## src/rtl/tskchk_pkg.sv

```systemverilog
package tskchk_pkg;

    typedef enum logic [2:0] {
        SLOT_DATA  = 3'd0,
        SLOT_EXTRA = 3'd1,
        SLOT_STACK = 3'd2,
        SLOT_CODE  = 3'd3,
        SLOT_LTAB  = 3'd4
    } slot_e;

    typedef enum logic [1:0] {
        FLT_NONE   = 2'd0,
        FLT_TASK   = 2'd1,
        FLT_ABSENT = 2'd2,
        FLT_STACK  = 2'd3
    } fault_e;

    typedef enum logic {
        ST_IDLE   = 1'b0,
        ST_REPORT = 1'b1
    } phase_e;

    localparam logic [3:0] LTAB_TYPE = 4'h2;
    localparam int         TYP_CODE  = 3;
    localparam int         TYP_CONF  = 2;
    localparam int         TYP_RW    = 1;

    typedef struct packed {
        logic       present;
        logic       code_data;
        logic [3:0] typ;
        logic [1:0] dpl;
    } desc_t;

    typedef struct packed {
        logic   accept;
        logic   cache_ok;
        fault_e fault;
    } verdict_t;

endpackage

```

## src/rtl/tsk_rule_eval.sv

```systemverilog
module tsk_rule_eval
    import tskchk_pkg::*;
#(
    parameter int PL_W = 2
) (
    input  logic [2:0]      slot,
    input  logic            is_null,
    input  logic            table_ind,
    input  logic [PL_W-1:0] rpl,
    input  logic [PL_W-1:0] cs_rpl,
    input  logic            fetch_ok,
    input  desc_t           desc,
    output verdict_t        verdict
);
    logic is_code, is_conf, rw_bit;
    logic dx_type_bad, dx_priv_bad;
    logic stk_type_bad, stk_priv_bad;
    logic cs_type_bad, cs_priv_bad;
    logic lt_type_bad;

    always_comb begin
        is_code      = desc.typ[TYP_CODE];
        is_conf      = desc.typ[TYP_CONF];
        rw_bit       = desc.typ[TYP_RW];

        dx_type_bad  = !desc.code_data || (is_code && !rw_bit);
        dx_priv_bad  = (!is_code || !is_conf) &&
                       ((rpl > desc.dpl) || (cs_rpl > desc.dpl));

        stk_type_bad = !desc.code_data || is_code || !rw_bit;
        stk_priv_bad = (desc.dpl != cs_rpl) || (desc.dpl != rpl);

        cs_type_bad  = !desc.code_data || !is_code;
        cs_priv_bad  = is_conf ? (desc.dpl > rpl) : (desc.dpl != rpl);

        lt_type_bad  = desc.code_data || (desc.typ != LTAB_TYPE);
    end

    function automatic verdict_t pass_v(input logic fill);
        verdict_t v;
        v.accept   = 1'b1;
        v.cache_ok = fill;
        v.fault    = FLT_NONE;
        return v;
    endfunction

    function automatic verdict_t fail_v(input fault_e f);
        verdict_t v;
        v.accept   = 1'b0;
        v.cache_ok = 1'b0;
        v.fault    = f;
        return v;
    endfunction

    always_comb begin
        verdict = fail_v(FLT_TASK);
        unique case (slot)
            SLOT_DATA, SLOT_EXTRA: begin
                if (is_null)             verdict = pass_v(1'b0);
                else if (!fetch_ok)      verdict = fail_v(FLT_TASK);
                else if (dx_type_bad)    verdict = fail_v(FLT_TASK);
                else if (dx_priv_bad)    verdict = fail_v(FLT_TASK);
                else if (!desc.present)  verdict = fail_v(FLT_ABSENT);
                else                     verdict = pass_v(1'b1);
            end
            SLOT_STACK: begin
                if (is_null)             verdict = fail_v(FLT_TASK);
                else if (!fetch_ok)      verdict = fail_v(FLT_TASK);
                else if (stk_type_bad)   verdict = fail_v(FLT_TASK);
                else if (!desc.present)  verdict = fail_v(FLT_STACK);
                else if (stk_priv_bad)   verdict = fail_v(FLT_TASK);
                else                     verdict = pass_v(1'b1);
            end
            SLOT_CODE: begin
                if (is_null)             verdict = fail_v(FLT_TASK);
                else if (!fetch_ok)      verdict = fail_v(FLT_TASK);
                else if (cs_type_bad)    verdict = fail_v(FLT_TASK);
                else if (cs_priv_bad)    verdict = fail_v(FLT_TASK);
                else if (!desc.present)  verdict = fail_v(FLT_ABSENT);
                else                     verdict = pass_v(1'b1);
            end
            SLOT_LTAB: begin
                if (table_ind)           verdict = fail_v(FLT_TASK);
                else if (is_null)        verdict = pass_v(1'b0);
                else if (!fetch_ok)      verdict = fail_v(FLT_TASK);
                else if (lt_type_bad)    verdict = fail_v(FLT_TASK);
                else if (!desc.present)  verdict = fail_v(FLT_TASK);
                else                     verdict = pass_v(1'b1);
            end
            default:                     verdict = fail_v(FLT_TASK);
        endcase
    end

    always_comb begin
        assert_ltab_no_absent_R13: assert (!(slot == SLOT_LTAB && verdict.fault == FLT_ABSENT));
        assert_null_code_rejected_R4: assert (!(slot == SLOT_CODE && is_null && verdict.accept));
    end
endmodule

```

## config.mk

```make
export PLATFORM = sky130hd
export DESIGN_NAME = tsk_rule_eval
export DESIGN_NICKNAME = d
export VERILOG_FILES = /design/src/rtl/tskchk_pkg.sv /design/src/rtl/tsk_rule_eval.sv
export SDC_FILE = /design/constraint.sdc
export NUM_CORES = 1
export LEC_CHECK = 0
export ABC_AREA = 1
export ABC_CLOCK_PERIOD_IN_PS = 1700
export BUFFER_PORTS_ARGS = -buffer_cell sky130_fd_sc_hd__clkbuf_2
export CORE_AREA = 2 2 39 41
export DETAILED_ROUTE_END_ITERATION = 12
export DIE_AREA = 0 0 41 43
export PLACE_DENSITY = 0.59
export SYNTH_ARGS = -nofsm -noshare
export SYNTH_HDL_FRONTEND = slang
export SYNTH_SLANG_ARGS = --single-unit
```

## constraint.sdc

```tcl
create_clock -name vclk -period 1.7
set_clock_uncertainty 0.1 [all_clocks]
set_input_delay 0.34 -clock vclk [all_inputs]
set_output_delay 0.34 -clock vclk [all_outputs]
set_load 0.02 [all_outputs]
```

==> qor.txt <==
DRT Pass-1 Iters -> 2
Sequential area share after synthesis -> 0%
RSZ-0062 raised after global routing -> yes
Post-route ant nets -> 0
Crit Path Max Fanout -> 2
I/O pin count -> 22
Vias per Instance -> 4.58
Max cap viols -> 0
Placement Rows -> 14
Relative slew slack -> 79.1%
Synth top cells by count -> 30 x nand2_1, 16 x inv_1, 7 x nand3_1
Sequential cell area -> 0 sq um
WS Path Type -> input port to primary output
CP arrival -> 1540 ps
Clock buffers -> 0
Syn-to-layout area delta -> 68.6%
Slew Viols, Final -> 0
Total congestion overflow -> 0
Startpoint Class -> input port
Share of cells above drive strength 1 -> 44.8%
Post-Syn Area -> 407 sq um
Die ar. -> 1760 sq um
Outcome -> finished, violations left
Vias -> 554
Post-synthesis cell count -> 80
Net switching power -> 0.0000800 W
Die X -> 41 um
Placer Congestion -> 0.794
Post-Route WL -> 1.05 mm
PwrDens -> 224 nW/um^2
Top-count cell post-synth -> nand2_1
Remaining routing DRC violations -> 0
Avg Inst Size Synth -> 5.08 sq um
Yosys warns -> 0
Final Worst Setup Slack -> -278 ps
Slowest stage delay, CP -> 230 ps
Ant. Diodes -> 0
Mapped Nets -> 102
CP cell instances -> buf_8 > inv_8 > ha_4 > inv_4 > o21bai_4 > buf_6 > o21ai_4 > nand2_2 > o21ai_2 > nor2_1 > nand2_1 > clkbuf_8
Int Power -> 0.0000735 W
Share of Yosys cell area claimed by the top area cell type -> 27.7%
Number of global-route vias before repair -> 523
Dpl ws -> -356 ps
Comb pwr share -> 100.0%
Layout Nets -> 129
Antenna violations before repair -> 0
DR iter-0 viols -> 1
Clock power frac -> 0%
Synth area leaders -> nand2_1 28%, inv_1 15%, ha_1 12%
First-pass GRT wire length -> 1.96 mm
Total GRT Usage -> 14.8%
Fin Hold WS -> 1050 ps
Switching part of the total -> 52.1%
Setup Buffers After CTS -> 0
Tightest Pin Transition -> 311 ps
Fmax -> 506 MHz
Biggest area consumer among synthesized cells -> nand2_1
VDD IR max -> 0.0982 mV
Starting Density -> 29.4%
Final setup violation count -> 4
Crit share post-route -> 116%
Die height -> 43 um
Library cells used by synthesis -> 17
Pleak -> 0.374 nW
Average wire per standard cell -> 8.70 um
Failing checks -> setup timing
Post-detail-place hpwl -> 956 um
Slowest CP cell -> ha_4
Pin count of the biggest net entering global routing -> 6
Worst min path class -> input port to primary output
Core Region -> 1380 sq um
Data required, critical path -> 1260 ps
Critical Path End Type -> primary output
Hold Fails Final Rpt -> 0
Reg power frac -> 0%
FFs & Latches -> 0
Period minus WS final -> 1980 ps
Port-buffer cells -> 22
## power by group through the flow
| stage | Sequential, W | Clock [W] | Combinational (W) |
|---|---|---|---|
| floorplan | 0 | 0 | 0.0000772 |
| detailed placement | 0 | 0 | 0.000131 |
| global route | 0 | 0 | 0.000172 |
| finish | 0 | 0 | 0.000153 |
| global placement | 0 | 0 | 0.000129 |
| CTS | 0 | 0 | 0.000146 |
## path summary, 6_finish.rpt
| check | start | to | slack, ps | cells after the start |
|---|---|---|---|---|
| setup / recovery | rpl[1] | verdict[3] | -280 | 12 |
| hold / removal | table_ind | verdict[2] | 1050 | 7 |
## worst max-delay path: cells and delay by family
family                   cells  cell delay, ps
adder cells (fa/ha/maj)      1             230
AND/OR/NAND/NOR              3             190
AO/OA/AOI/OAI                3             340
buffers and inverters        5             420
## placed cells by master, fill, tap and decap left out, types with 2 or more instances in the layout
cell type / synthesis / routed
buf_4: 0 / 2
buf_8: 0 / 3
clkbuf_2: 0 / 16
clkbuf_8: 0 / 3
ha_1: 4 / 2
ha_4: 0 / 2
inv_1: 16 / 13
inv_2: 2 / 3
nand2_1: 30 / 26
nand2_2: 1 / 5
nand3_1: 7 / 7
nand4_1: 3 / 3
nor2_1: 4 / 3
nor2_2: 3 / 4
nor3_1: 2 / 2
## routing by layer
layer,wire length [um],up-vias,GRT usage [%]
met2,525,15,26.3
li1,-,300,-
met1,438,237,18.4
met4,24,0,2.67
met5,0,-,0
met3,64,2,1.05
## repair_timing
item | 4_1_cts | 5_1_grt
endpoints found under the setup margin | 4 | 4
hold buffers | 0 | 0
pin swaps | 8 | 9
gates resized for setup | 12 | 7
## cell type report
cell class,instances,area (sq um)
tap,16,20.0
timing repair buffer,25,193
multi-input combinational,62,395
inverter,18,77.6
fill,155,698
## kinds of logic after synthesis
group	synth area share [%]
buf+inv	16.6
fa+ha+maj	12.3
simple gates	55.7
compound gates	15.4
## metrics by stage
step / setup TNS, ps / cells / power, W / area [sq um] / utilization, %
2_1_floorplan: -58.9 / 80 / 0.0000772 / 455 / -
3_3_place_gp: -1250 / 121 / 0.000129 / 608 / 43.9
3_5_place_dp: -1300 / 121 / 0.000131 / 608 / 43.9
4_1_cts: -1090 / 121 / 0.000146 / 667 / 48.2
5_1_grt: -1380 / 121 / 0.000172 / 686 / 49.5
6_report: -1000 / 121 / 0.000153 / 686 / 49.5
Note: power is estimated with default switching activity, not from simulation.
